File: src/rtl/disp_pkg.sv
package disp_pkg;
  typedef enum logic [2:0] {
    K_LOAD   = 3'd0,
    K_FETCH  = 3'd1,
    K_STORE  = 3'd2,
    K_ATOMIC = 3'd3
  } req_kind_e;

  typedef enum logic [1:0] {
    OP_READ  = 2'd0,
    OP_FETCH = 2'd1,
    OP_WRITE = 2'd2,
    OP_EVICT = 2'd3
  } evt_op_e;

  localparam int NUM_STATS = 4;
  localparam int ST_IHIT   = 0;
  localparam int ST_IMISS  = 1;
  localparam int ST_DHIT   = 2;
  localparam int ST_DMISS  = 3;
endpackage

File: src/rtl/disp_kind_decode.sv
module disp_kind_decode
  import disp_pkg::*;
(
  input  logic [2:0] kind,
  output logic       legal,
  output logic       use_icache,
  output evt_op_e    op
);
  always_comb begin
    legal      = 1'b1;
    use_icache = 1'b0;
    op         = OP_READ;
    case (kind)
      K_LOAD:   op = OP_READ;
      K_FETCH:  begin op = OP_FETCH; use_icache = 1'b1; end
      K_STORE,
      K_ATOMIC: op = OP_WRITE;
      default:  legal = 1'b0;
    endcase
  end
endmodule

File: src/rtl/disp_route.sv
module disp_route
  import disp_pkg::*;
#(
  parameter int AW = 32
) (
  input  logic          use_icache,
  input  evt_op_e       demand_op,
  input  logic [AW-1:0] req_addr,
  input  logic          ic_hit,
  input  logic          ic_free,
  input  logic [AW-1:0] ic_victim,
  input  logic          dc_hit,
  input  logic          dc_free,
  input  logic [AW-1:0] dc_victim,
  output evt_op_e       op,
  output logic          icache,
  output logic [AW-1:0] addr,
  output logic          hit
);
  logic          sel_hit, oth_hit, sel_free;
  logic [AW-1:0] sel_vic;

  assign sel_hit  = use_icache ? ic_hit    : dc_hit;
  assign oth_hit  = use_icache ? dc_hit    : ic_hit;
  assign sel_free = use_icache ? ic_free   : dc_free;
  assign sel_vic  = use_icache ? ic_victim : dc_victim;

  always_comb begin
    op     = demand_op;
    icache = use_icache;
    addr   = req_addr;
    hit    = 1'b0;
    if (sel_hit) begin
      hit = 1'b1;
    end else if (oth_hit) begin
      op     = OP_EVICT;
      icache = ~use_icache;
    end else if (!sel_free) begin
      op   = OP_EVICT;
      addr = sel_vic;
    end
  end
endmodule

File: src/rtl/disp_stats.sv
module disp_stats #(
  parameter int N  = 4,
  parameter int CW = 16
) (
  input  logic               clk,
  input  logic               rst,
  input  logic [N-1:0]       inc,
  output logic [N-1:0][CW-1:0] cnt
);
  for (genvar g = 0; g < N; g++) begin : g_cnt
    always_ff @(posedge clk) begin
      if (rst)         cnt[g] <= '0;
      else if (inc[g]) cnt[g] <= cnt[g] + CW'(1);
    end

    p_cnt_step_r10: assert property (@(posedge clk) disable iff (rst)
      inc[g] |=> cnt[g] == $past(cnt[g]) + CW'(1));
  end
endmodule

File: src/rtl/disp_top.sv
module disp_top
  import disp_pkg::*;
#(
  parameter int AW = 32,
  parameter int CW = 16
) (
  input  logic          clk,
  input  logic          rst,
  input  logic          req_valid,
  input  logic [2:0]    req_kind,
  input  logic [AW-1:0] req_addr,
  output logic          req_pop,
  input  logic          net_valid,
  input  logic          ic_hit,
  input  logic          ic_free,
  input  logic [AW-1:0] ic_victim,
  input  logic          dc_hit,
  input  logic          dc_free,
  input  logic [AW-1:0] dc_victim,
  output logic          evt_valid,
  input  logic          evt_ready,
  output logic [1:0]    evt_op,
  output logic          evt_icache,
  output logic [AW-1:0] evt_addr,
  output logic          err_kind,
  output logic          err_dual,
  output logic [CW-1:0] ic_hits,
  output logic [CW-1:0] ic_misses,
  output logic [CW-1:0] dc_hits,
  output logic [CW-1:0] dc_misses
);
  logic          legal, use_ic, r_ic, r_hit, evt_hit;
  evt_op_e       dem_op, r_op;
  logic [AW-1:0] r_addr;
  logic          try_req, issue, accept, demand_acc;
  logic [NUM_STATS-1:0]         st_inc;
  logic [NUM_STATS-1:0][CW-1:0] st_cnt;

  disp_kind_decode u_dec (
    .kind(req_kind), .legal(legal), .use_icache(use_ic), .op(dem_op)
  );

  disp_route #(.AW(AW)) u_route (
    .use_icache(use_ic), .demand_op(dem_op), .req_addr(req_addr),
    .ic_hit(ic_hit), .ic_free(ic_free), .ic_victim(ic_victim),
    .dc_hit(dc_hit), .dc_free(dc_free), .dc_victim(dc_victim),
    .op(r_op), .icache(r_ic), .addr(r_addr), .hit(r_hit)
  );

  assign try_req    = req_valid & ~net_valid & ~evt_valid;
  assign issue      = try_req & legal;
  assign accept     = evt_valid & evt_ready;
  assign demand_acc = accept & (evt_op != OP_EVICT);
  assign req_pop    = demand_acc | (try_req & ~legal);

  always_ff @(posedge clk) begin
    if (rst) begin
      evt_valid  <= 1'b0;
      evt_op     <= OP_READ;
      evt_icache <= 1'b0;
      evt_addr   <= '0;
      evt_hit    <= 1'b0;
      err_kind   <= 1'b0;
      err_dual   <= 1'b0;
    end else begin
      if (issue) begin
        evt_valid  <= 1'b1;
        evt_op     <= r_op;
        evt_icache <= r_ic;
        evt_addr   <= r_addr;
        evt_hit    <= r_hit;
      end else if (accept) begin
        evt_valid  <= 1'b0;
      end
      err_kind <= try_req & ~legal;
      err_dual <= req_valid & ic_hit & dc_hit;
    end
  end

  assign st_inc[ST_IHIT]  = demand_acc &  evt_icache &  evt_hit;
  assign st_inc[ST_IMISS] = demand_acc &  evt_icache & ~evt_hit;
  assign st_inc[ST_DHIT]  = demand_acc & ~evt_icache &  evt_hit;
  assign st_inc[ST_DMISS] = demand_acc & ~evt_icache & ~evt_hit;

  disp_stats #(.N(NUM_STATS), .CW(CW)) u_stats (
    .clk(clk), .rst(rst), .inc(st_inc), .cnt(st_cnt)
  );

  assign ic_hits   = st_cnt[ST_IHIT];
  assign ic_misses = st_cnt[ST_IMISS];
  assign dc_hits   = st_cnt[ST_DHIT];
  assign dc_misses = st_cnt[ST_DMISS];

  p_route_r1: assert property (@(posedge clk) disable iff (rst)
    evt_valid && evt_op != OP_EVICT |-> evt_icache == (evt_op == OP_FETCH));

  p_demand_addr_r2: assert property (@(posedge clk) disable iff (rst)
    evt_valid && !$past(evt_valid) && evt_op != OP_EVICT |-> evt_addr == $past(req_addr));

  p_bad_kind_r6: assert property (@(posedge clk) disable iff (rst)
    req_valid && !net_valid && !evt_valid && req_kind[2] |=> !evt_valid && err_kind);

  p_dual_r7: assert property (@(posedge clk) disable iff (rst)
    req_valid && ic_hit && dc_hit |=> err_dual);

  p_prio_r8: assert property (@(posedge clk) disable iff (rst)
    net_valid && !evt_valid |=> !evt_valid);

  p_hold_r9: assert property (@(posedge clk) disable iff (rst)
    evt_valid && !evt_ready |=> evt_valid && $stable(evt_addr) && $stable(evt_op) && $stable(evt_icache));
endmodule

File: config.mk
export PLATFORM = sky130hd
export DESIGN_NAME = disp_top
export DESIGN_NICKNAME = d
export VERILOG_FILES = /design/src/rtl/disp_pkg.sv /design/src/rtl/disp_kind_decode.sv /design/src/rtl/disp_route.sv /design/src/rtl/disp_stats.sv /design/src/rtl/disp_top.sv
export SDC_FILE = /design/constraint.sdc
export NUM_CORES = 1
export LEC_CHECK = 0
export BUFFER_PORTS_ARGS = -buffer_cell sky130_fd_sc_hd__buf_2
export CORE_MARGIN = 3
export CORE_UTILIZATION = 50
export DETAILED_ROUTE_END_ITERATION = 6
export GPL_TIMING_DRIVEN = 0
export PLACE_DENSITY = 0.85
export SKIP_CTS_REPAIR_TIMING = 1
export SYNTH_ARGS = -nofsm -noshare
export SYNTH_HDL_FRONTEND = slang
export SYNTH_HIERARCHICAL = 1
export SYNTH_SLANG_ARGS = --single-unit
File: constraint.sdc
create_clock -name clk -period 2.7 [get_ports clk]
set_clock_uncertainty 0.2 [all_clocks]
set_input_delay 0.675 -clock clk [delete_from_list [all_inputs] [get_ports clk]]
set_output_delay 0.675 -clock clk [all_outputs]
set_load 0.03 [all_outputs]
==> results of run 1 <==
==> cell type report <==
type                            count  area (µm²)  area share
Timing Repair Buffer              210        1050       0.150
Multi-Input combinational cell    467        3190       0.455
Clock buffer                       10         138      0.0196
Tap cell                          136         170      0.0243
Sequential cell                   103        2060       0.294
Inverter                           15        56.3     0.00803
Clock inverter                      6        62.6     0.00892
Buffer                             41         283      0.0403
==> stage by stage <==
step / std cells / hold slack, ns / setup slack [ns]
after floorplan: 626 / 0.279 / 0.249
after global placement: 972 / 0.256 / -0.180
after detailed placement: 972 / 0.258 / -0.187
after CTS: 988 / 0.280 / 0.171
after global routing: 988 / 0.299 / 0.0654
final: 988 / 0.277 / 0.173
==> worst max-delay path, stage by stage <==
cell and delay, ns:
buf_2 0.11, inv_1 0.05, or4b_1 0.50, o21ai_0 0.09, buf_2 0.23
==> report_power, final <==
group | internal [µW] | total [µW] | switching [µW]
sequential | 1540 | 1560 | 14.3
combinational | 190 | 428 | 238
clock | 386 | 974 | 588
total | 2120 | 2960 | 840
==> worst min path at each step <==
stage,to,slack (ns)
3_5_place_dp,evt_addr[1]$_SDFFE_PP0P_,0.26
2_1_floorplan,evt_hit$_SDFFE_PP0P_,0.28
6_report,evt_addr[14]$_SDFFE_PP0P_,0.28
3_3_place_gp,evt_addr[9]$_SDFFE_PP0P_,0.26
4_1_cts,evt_addr[0]$_SDFFE_PP0P_,0.28
5_1_grt,evt_addr[26]$_SDFFE_PP0P_,0.30
==> layout by cell type, fill, tap and decap left out, drive strengths merged, types with 7 or more instances in the layout <==
cell / n
buf: 239
dfxtp: 103
nand2b: 75
mux2i: 73
nor2: 62
a21oi: 43
a31oi: 32
xnor2: 27
clkbuf: 22
nand2: 18
xor2: 18
inv: 18
nand4: 18
nand3: 17
nor3: 13
nor4: 12
o21ai: 10
or3: 7
==> registers in the layout (all words and copies together) (netlist names) <==
name and count:
evt_icache 1, evt_addr 32, err_dual 1, evt_valid 1, u_stats/cnt 64, evt_op 2, evt_hit 1, err_kind 1
==> cell families (layout without fill, tap and decap cells) <==
family / count (synthesis) / in the layout / share of synthesized area
adders and majority gates: 4 / 4 / 0.00896
and+or+nand+nor: 247 / 247 / 0.252
DFF: 103 / 103 / 0.369
buffers and inverters: 56 / 282 / 0.0607
xor gates and xnor gates: 45 / 45 / 0.0706
muxes: 77 / 77 / 0.141
AOI/OAI and AO/OA: 94 / 94 / 0.0972
==> metal layers <==
layer	share of wire	GRT usage	up-vias
li1	-	-	2635
met1	0.41	0.283	2428
met2	0.50	0.411	215
met3	0.076	0.0522	20
met4	0.017	0.0649	0
met5	0	0	-
==> impl_results.md, run 1 <==
* Outcome: complete, no violations
* Syn nets at 738
* Via count at 5298
* CTS HTree Levels at 3
* Pin count of the biggest net entering global routing at 20
* Most frequent cell after synthesis: dfxtp_1
* Async S/R FF share, synth at 0
* Clock Path Buffers at 2
* Top cell type's share of synthesized area at 0.369
* Setup tns final at 0 ns
* Vias in the first global route at 4980
* # clock sinks at 103
* Max_slew headroom at 0.589
* Setup violators final at 0
* Fin nets at 959
* DP Area at 6810 µm²
* Die H at 112 µm
* Synth Flop Type: dfxtp_1
* Clock transition at path regs at 0.10 ns
* Residual DRC at 0
* Initial Util at 0.527
* Detailed Route Iter0 Violations at 356
* Hold_sp: evt_addr[14]$_SDFFE_PP0P_
* Final antenna-violating net count at 0
* Dpl hpwl at 11500 µm
* FILL cells at 913
* Max-cap violations at 0
* WP data required at 1.82 ns
* Non-Filler Cell Area, Final at 7010 µm²
* CTS tree: yes
* Total Power Consumption at 2960 µW
* WS Path Type: primary input to output pin
* Arr. time, crit path at 1.65 ns
* R2R cell count at 7
* Routed len/inst at 15.0 µm
* Netlist Area Pre-Place at 5580 µm²
* Detailed Routing Iterations Pass 1 at 5
* Fmax at 396 MHz
* Power per standard cell area at 422 nW/µm²
* GRT Resource Usage Total at 0.232
* Root Driver: clkbuf_8
* Die X-Extent at 112 µm
* Die Area at 12500 µm²
* Leakage power at 0.00303 µW
* Synthesis-to-layout area growth at 25.6%
* Global-route wire length before repair at 24200 µm
* Worst reg-to-reg setup slack at 0.27 ns
* Crit. End Element: output pin
* Largest area contributor in the netlist: dfxtp_1
* Initial antenna violation count at 0
* Core area at 10600 µm²
* Crit start category: primary input
* Hold Fails Final Rpt at 0
* Post-layout util at 0.661
* I/O Buffers at 210
* Clock Latency Late Sink at 0.37 ns
* Synth unique cells at 47
* Diodes inserted at 0
* Slew Limit Fails at 0
* CP Max Fanout at 4
* CP Capture Point: req_pop
* R2r endpoint: u_stats/cnt[63]$_SDFFE_PP0P_
* R2R Path Start: evt_op[0]$_SDFFE_PP0P_
* Final GP Congestion at 0.886
* I/O pin cnt at 211
* Ys Warns at 6
* Area contributors post-synth: dfxtp_1, mux2i_1, nand2b_1
* Avg Cell Area, Syn at 8.92 µm²
* Final wirelength at 14800 µm
* RSZ-0062 raised after global routing: false
* Post-synth EDFFs at 0
* Sequential area share after synthesis at 0.369
* Layout cells sized above 1 at 0.316
* Row count at 37
* Total gr overflow at 0
* Top post-synthesis cells by count: dfxtp_1, nand2b_1, mux2i_1
* Tmin final at 2.53 ns
* Final period utilization at 0.936
* Post-Syn Instances at 626
* Vias per cell at 5.36
* Hold/Removal Path Class: flop to flop
* Crit path from: req_kind[2]
* Count of state elements after synthesis at 103
* Hold-critical path depth at 2
* Worst-case vdd ir drop at 0.365 mV
* Actual slew at the worst max-slew pin at 0.614 ns
* CTS buffer count at 9
(Power assumes the default switching activity.)
==> run 2, diff against run 1 <==
--- a/config.mk
+++ b/config.mk
@@ -10,7 +10,7 @@
 export CORE_UTILIZATION = 50
 export DETAILED_ROUTE_END_ITERATION = 6
 export GPL_TIMING_DRIVEN = 0
-export PLACE_DENSITY = 0.85
+export PLACE_DENSITY = 0.86
 export SKIP_CTS_REPAIR_TIMING = 1
 export SYNTH_ARGS = -nofsm -noshare
 export SYNTH_HDL_FRONTEND = slang
==> run 2 against run 1 <==
Wire length is essentially flat. Fmax increased by 0.40%. Worst setup slack gained 0.0099 ns. Sequential share of layout area fell by 0.073 points. Combinational power about the same. Utilization is 0.17 points higher. Critical path depth unchanged. Via count fell by 0.32%. Final cell count up 0.20%. First-iteration DRC count is 4.2% higher. Register-to-register slack about the same. Critical path type unchanged. Highest routed layer unchanged.
==> impl_results.md, run 2 (synthesis gave the netlist of run 1 again) <==
* Outcome: complete, no violations
* Clock Latency Late Sink at 0.37 ns (about the same)
* Tmin final at 2.52 ns (-0.00995 ns)
* Actual slew at the worst max-slew pin at 0.591 ns (-0.0237 ns)
* Routed len/inst at 15.0 µm (-0.27%)
* Leakage power at 0.00304 µW (+0.31%)
* Most frequent cells in the layout: buf_2, dfxtp_1, nand2b_1
* Core area at 10600 µm² (unchanged)
* R2R cell count at 8 (+1)
* Final period utilization at 0.932 (-0.00368)
* Worst-case vdd ir drop at 0.424 mV (+16%)
* Total gr overflow at 0 (unchanged)
* Commonest non-fill, non-tap cell in the layout: buf_2
* CP Max Fanout at 4 (unchanged)
* Initial Util at 0.527 (unchanged)
* I/O Buffers at 210 (unchanged)
* Largest reg by FF count: u_stats/cnt
* Vias per cell at 5.33 (-0.52%)
* Detailed Routing Iterations Pass 1 at 6 (+1)
* Fmax at 397 MHz (+0.40%)
* CP most frequent cell: buf_2
* Clock Path Buffers at 2 (unchanged)
* CTS buffer count at 9 (unchanged)
* Crit path from: req_kind[2]
* Final antenna-violating net count at 0 (unchanged)
* Vias in the first global route at 5058 (+1.6%)
* I/O pin cnt at 211 (unchanged)
* Non-Filler Cell Area, Final at 7030 µm² (+0.25%)
* Slew Limit Fails at 0 (unchanged)
* GRT Resource Usage Total at 0.229 (-0.00297)
* Clock transition at path regs at 0.10 ns (about the same)
* FF+latch area at 2060 µm² (unchanged)
* CTS tree: yes
* Max-cap violations at 0 (unchanged)
* Setup violators final at 0 (unchanged)
* Biggest regs: u_stats/cnt x64, evt_addr x32, evt_op x2
* Flip-flop count of the largest register after layout at 64 (unchanged)
* Hold-critical path depth at 2 (unchanged)
* Synthesis-to-layout area growth at 25.9%
* Non-Filler Instances at 990 (+0.20%)
* Die Area at 12500 µm² (unchanged)
* CP max stage delay at 0.48 ns (-0.02 ns)
* Multi-input gate area at 3180 µm² (-0.20%)
* Die H at 112 µm (unchanged)
* Hold/Removal Path Class: flop to flop
* Critical path, cell by cell: buf_2 > inv_1 > or4b_1 > o21ai_0 > buf_2
* Max_slew headroom at 0.605 (+0.0158)
* Crit start category: primary input
* Layout cells sized above 1 at 0.315 (-0.00117)
* R2r endpoint: u_stats/cnt[13]$_SDFFE_PP0P_
* Global-route wire length before repair at 24000 µm (-0.68%)
* Fin nets at 959 (unchanged)
* Crit. End Element: output pin
* RSZ-0062 raised after global routing: false
* Row count at 37 (unchanged)
* Hold_sp: evt_addr[17]$_SDFFE_PP0P_
* Worst reg-to-reg setup slack at 0.27 ns (about the same)
* # clock sinks at 103 (unchanged)
* Root Driver: clkbuf_8
* Worst hold endpoint: evt_addr[17]$_SDFFE_PP0P_
* Arr. time, crit path at 1.64 ns (about the same)
* Power per standard cell area at 434 nW/µm² (+3.0%)
* Via count at 5281 (-0.32%)
* Dpl hpwl at 11500 µm (about the same)
* FILL cells at 900 (-1.4%)
* Final GP Congestion at 0.838 (-5.4%)
* CTS HTree Levels at 3 (unchanged)
* Initial antenna violation count at 2 (+2)
* Pin count of the biggest net entering global routing at 21 (+5.0%)
* WP data required at 1.82 ns (about the same)
* Final wirelength at 14800 µm (about the same)
* R2R Path Start: evt_op[0]$_SDFFE_PP0P_
* Die X-Extent at 112 µm (unchanged)
* Inst Count DP at 972 (unchanged)
* Detailed Route Iter0 Violations at 371 (+4.2%)
* WS Path Type: primary input to output pin
* DP Area at 6810 µm² (unchanged)
* CP max stage cell: or4b_1
* Hold Fails Final Rpt at 0 (unchanged)
* Residual DRC at 0 (unchanged)
-- run 2: cell types whose count changed in the layout (fill, tap and decap cells not counted) --
cell / before / now
inv_8: 1 / 2
diode_2: 0 / 2
clkinv_4: 2 / 0
bufinv_16: 0 / 1
nor4_1: 9 / 10
inv_6: 2 / 3
clkbuf_8: 10 / 9
nor4_2: 2 / 1
-- run 2: power by group --
| group | switching (µW) | total (µW) | leakage, µW | internal, µW |
|---|---|---|---|---|
| registers | 14.1 | 1560 | 0.000832 | 1540 |
| clock network | 611 | 1070 | 0.000111 | 461 |
| logic | 236 | 427 | 0.00210 | 190 |
| total | 862 | 3050 | 0.00304 | 2190 |
-- run 2: per-stage QoR --
step,total power [µW],setup TNS [ns],setup WS (ns),hold WS (ns),utilization
floorplan,1850,0,0.249,0.279,-
global placement,2010,-0.964,-0.174,0.258,0.642
detailed placement,2010,-1.92,-0.156,0.262,0.642
CTS,3080,0,0.172,0.281,0.663
global route,3180,0,0.0680,0.298,0.663
finish,3050,0,0.183,0.279,0.663
-- run 2: worst max-delay path: cells and delay by family --
kind	cells	cell delay, ns
AND/OR/NAND/NOR	1	0.48
buffers and inverters	3	0.40
AO/OA/AOI/OAI	1	0.08
-- run 2: metal layers --
metal / up-vias / part of all wire / global-route usage
li1: 2635 / - / -
met1: 2409 / 0.41 / 0.271
met2: 221 / 0.50 / 0.409
met3: 16 / 0.079 / 0.0582
met4: 0 / 0.014 / 0.0681
met5: - / 0 / 0
-- run 2: cell type report --
type                    count  area share
diodes                      2    0.000712
plain buffers              41      0.0402
clock buffers               9      0.0176
clock inverters             7      0.0135
inverters                  15     0.00801
multi-input cells         467       0.453
flip-flops and latches    103       0.293
well taps                 136      0.0242
repair buffers            210       0.150
-- run 2: worst max-delay path by stage --
stage                                    to  slack (ns)  cells past startpoint
2_1_floorplan                       req_pop        0.25                      2
3_3_place_gp   u_stats/cnt[31]$_SDFFE_PP0P_       -0.17                      8
3_5_place_dp   u_stats/cnt[29]$_SDFFE_PP0P_       -0.16                      8
4_1_cts                             req_pop        0.17                      5
5_1_grt        u_stats/cnt[61]$_SDFFE_PP0P_        0.07                      7
6_report                            req_pop        0.18                      5
==> run 3, diff against run 2 <==
--- a/config.mk
+++ b/config.mk
@@ -5,9 +5,10 @@
 export SDC_FILE = /design/constraint.sdc
 export NUM_CORES = 1
 export LEC_CHECK = 0
+export ABC_AREA = 1
 export BUFFER_PORTS_ARGS = -buffer_cell sky130_fd_sc_hd__buf_2
 export CORE_MARGIN = 3
-export CORE_UTILIZATION = 50
+export CORE_UTILIZATION = 51
 export DETAILED_ROUTE_END_ITERATION = 6
 export GPL_TIMING_DRIVEN = 0
 export PLACE_DENSITY = 0.86
==> run 3 against run 2 <==
Critical path depth is 1 higher. Fmax up 3.5%. Non-clock buffer count is 3 higher. Highest routed layer unchanged. First-iteration DRC count up 26%. Via count rose by 28%. Sequential share of layout area shrank 2.7 points. Utilization about the same. Combinational power up 26%. Design area grew 10%. Wire length is 9.7% higher.
==> impl_results.md, run 3 <==
* Outcome: complete, no violations
* Synthesis-to-layout area growth at 24.4%
* CP max stage cell: buf_4
* Actual slew at the worst max-slew pin at 0.657 ns (+0.0663 ns)
* Final wirelength at 16300 µm (+9.7%)
* Net switching power at 872 µW (+1.2%)
* Power per standard cell area at 437 nW/µm² (+0.67%)
* Crit start category: primary input
* CTS buffer count at 9 (unchanged)
* Async S/R FF share, synth at 0 (unchanged)
* Setup violators final at 0 (unchanged)
* Residual DRC at 0 (unchanged)
* Flip-flop count of the largest register after layout at 64 (unchanged)
* Most frequent cells in the layout: nand2_1, buf_2, inv_1
* Root Driver: clkbuf_16
* CP max stage delay at 0.20 ns (-0.28 ns)
* Hold Fails Final Rpt at 0 (unchanged)
* Most frequent cell after synthesis: nand2_1
* Post-Syn Instances at 1022 (+63%)
* Hold/Removal Path Class: flop to flop
* Final GP Congestion at 0.866 (+3.3%)
* I/O Buffers at 210 (unchanged)
* Area contributors post-synth: dfxtp_1, nand2_1, inv_1
* Synth unique cells at 32 (-32%)
* CTS tree: yes
* Compound-Gate Fraction of Synth Area at 0.0567 (-0.0405)
* Slew Limit Fails at 0 (unchanged)
* Vias in the first global route at 6071 (+20%)
* Post-Synth Adder-Cell Area at 0.00805 (-0.000914)
* Largest reg by FF count: u_stats/cnt
* Post-synthesis simple-gate area fraction at 0.443 (+0.191)
* CTS HTree Levels at 3 (unchanged)
* Tmin final at 2.43 ns (-0.0852 ns)
* Ys Warns at 6 (unchanged)
* Biggest regs: u_stats/cnt x64, evt_addr x32, evt_op x2
* # clock sinks at 103 (unchanged)
* Largest area contributor in the netlist: dfxtp_1
* Fmax at 411 MHz (+3.5%)
* Syn nets at 1134 (+54%)
* Die H at 116 µm (+4.2%)
* Leakage power at 0.00429 µW (+41%)
* RSZ-0062 raised after global routing: false
* Arr. time, crit path at 1.56 ns (-0.08 ns)
* Die X-Extent at 116 µm (+4.2%)
* Sequential area share after synthesis at 0.332 (-0.0377)
* WS Path Type: primary input to output pin
* Initial Util at 0.533 (+0.00647)
* Setup tns final at 0 ns (unchanged)
* Crit. End Element: output pin
* Top cell type's share of synthesized area at 0.332 (-0.0377)
* Post-synth EDFFs at 0 (unchanged)
* Largest family of logic cells by synthesized area: simple AND/OR/NAND/NOR gates
* Initial antenna violation count at 1 (-1)
* Max_slew headroom at 0.562 (-0.0434)
* Post-synthesis mux area share at 0 (-0.141)
* Vias per cell at 4.86 (-9.0%)
* Detailed Route Iter0 Violations at 466 (+26%)
* GRT Resource Usage Total at 0.238 (+0.00856)
* Top post-synthesis cells by count: nand2_1, inv_1, nor2_1
* Final period utilization at 0.901 (-0.0316)
* XOR/XNOR share of the synthesized area at 0.00563 (-0.0649)
* Via count at 6746 (+28%)
* CP most frequent cell: buf_2
* Switching share of power at 0.258 (-0.0244)
* Detailed Routing Iterations Pass 1 at 5 (-1)
* Internal power at 2510 µW (+15%)
* Layout cells sized above 1 at 0.239 (-0.0752)
* Die Area at 13600 µm² (+8.7%)
* Total gr overflow at 0 (unchanged)
* Count of state elements after synthesis at 103 (unchanged)
* DP Area at 7450 µm² (+9.5%)
* Comb pwr share at 0.159 (+0.019)
* Worst-case vdd ir drop at 0.299 mV (-29%)
* Routed len/inst at 11.7 µm (-22%)
* I/O pin cnt at 211 (unchanged)
* Core area at 11700 µm² (+10%)
* Non-Filler Cell Area, Final at 7740 µm² (+10%)
* Commonest non-fill, non-tap cell in the layout: nand2_1
* Avg Cell Area, Syn at 6.08 µm² (-32%)
* Global-route wire length before repair at 26600 µm (+11%)
* Netlist Area Pre-Place at 6220 µm² (+11%)
* Fin nets at 1355 (+41%)
* Final antenna-violating net count at 0 (unchanged)
* Row count at 39 (+5.4%)
* Dpl hpwl at 12900 µm (+12%)
* Critical path, cell by cell: buf_2 > nor2_4 > buf_4 > nand3b_1 > nand2b_1 > buf_2
* Max-cap violations at 0 (unchanged)
* Pin count of the biggest net entering global routing at 15 (-29%)
* Synth Flop Type: dfxtp_1
* Clock Latency Late Sink at 0.34 ns (-0.03 ns)
* CP Max Fanout at 10 (+6)
* Clock Path Buffers at 2 (unchanged)
* Hold-critical path depth at 2 (unchanged)
* WP data required at 1.82 ns (about the same)
* Clock transition at path regs at 0.06 ns (-0.04 ns)
* R2R cell count at 11 (+3)
* Clock network power share at 0.378 (+0.027)
* Sequential Power Share at 0.463 (-0.046)
run 3: cell count changes after synthesis, sizes merged, moves of 56 or more:
cell    before  now
nand2       18  354
inv         15  170
nor2        62  148
nand2b      75    1
mux2i       73    0
nand3       17   73
run 3: cells by family (layout without fill, tap and decap cells):
kind of cell	count (synthesis)	after routing
buf+inv	215	438
flops	103	103
compound gates	67	67
fa+ha+maj	4	4
xor+xnor	4	4
simple gates	629	629
other cells	0	1
run 3: layout make-up:
| cell class | count | area, µm² |
|---|---|---|
| tap | 143 | 179 |
| multi-input combinational | 704 | 3190 |
| timing repair buffer | 210 | 1050 |
| sequential | 103 | 2060 |
| clock buffer | 12 | 256 |
| antenna | 1 | 2.50 |
| clock inverter | 1 | 30.0 |
| inverter | 171 | 642 |
| buffer | 44 | 322 |
| fill | 1091 | 3930 |
run 3: worst max-delay path, delay by kind of cell:
family,cells,cell delay [ns]
AND/OR/NAND/NOR,3,0.37
buffers and inverters,3,0.50
run 3: path summary, 6_finish.rpt:
| path | start | slack, ns | endpoint |
|---|---|---|---|
| worst max-delay path | net_valid | 0.27 | req_pop |
| worst min-delay path | u_stats/cnt[56]$_SDFFE_PP0P_ | 0.26 | u_stats/cnt[56]$_SDFFE_PP0P_ |
| worst max register to register | evt_valid$_SDFFE_PP0P_ | 0.46 | u_stats/cnt[61]$_SDFFE_PP0P_ |
| worst min register to register | u_stats/cnt[56]$_SDFFE_PP0P_ | 0.26 | u_stats/cnt[56]$_SDFFE_PP0P_ |
run 3: power groups by stage:
stage / registers (µW) / clock network, µW / logic [µW]
2_1_floorplan: 1660 / 0 / 296
3_3_place_gp: 1600 / 0 / 531
3_5_place_dp: 1600 / 0 / 537
4_1_cts: 1570 / 1300 / 539
5_1_grt: 1570 / 1370 / 610
6_report: 1570 / 1280 / 538
run 3: metrics by stage:
| stage | hold WS [ns] | cells | util | total power, µW | worst slack [ns] |
|---|---|---|---|---|---|
| after floorplan | 0.337 | 1022 | - | 1960 | 0.527 |
| after global placement | 0.248 | 1375 | 0.639 | 2130 | 0.205 |
| after detailed placement | 0.251 | 1375 | 0.639 | 2140 | 0.136 |
| after CTS | 0.260 | 1388 | 0.663 | 3410 | 0.254 |
| after global routing | 0.287 | 1389 | 0.663 | 3550 | 0.143 |
| final | 0.262 | 1389 | 0.663 | 3380 | 0.268 |
run 3: per-layer routing:
layer  up-vias  part of all wire  GRT usage
met3        41             0.062     0.0332
li1       3567                 -          -
met5         -                 0          0
met1      2904              0.43      0.285
met2       234              0.48      0.414
met4         0             0.033      0.121
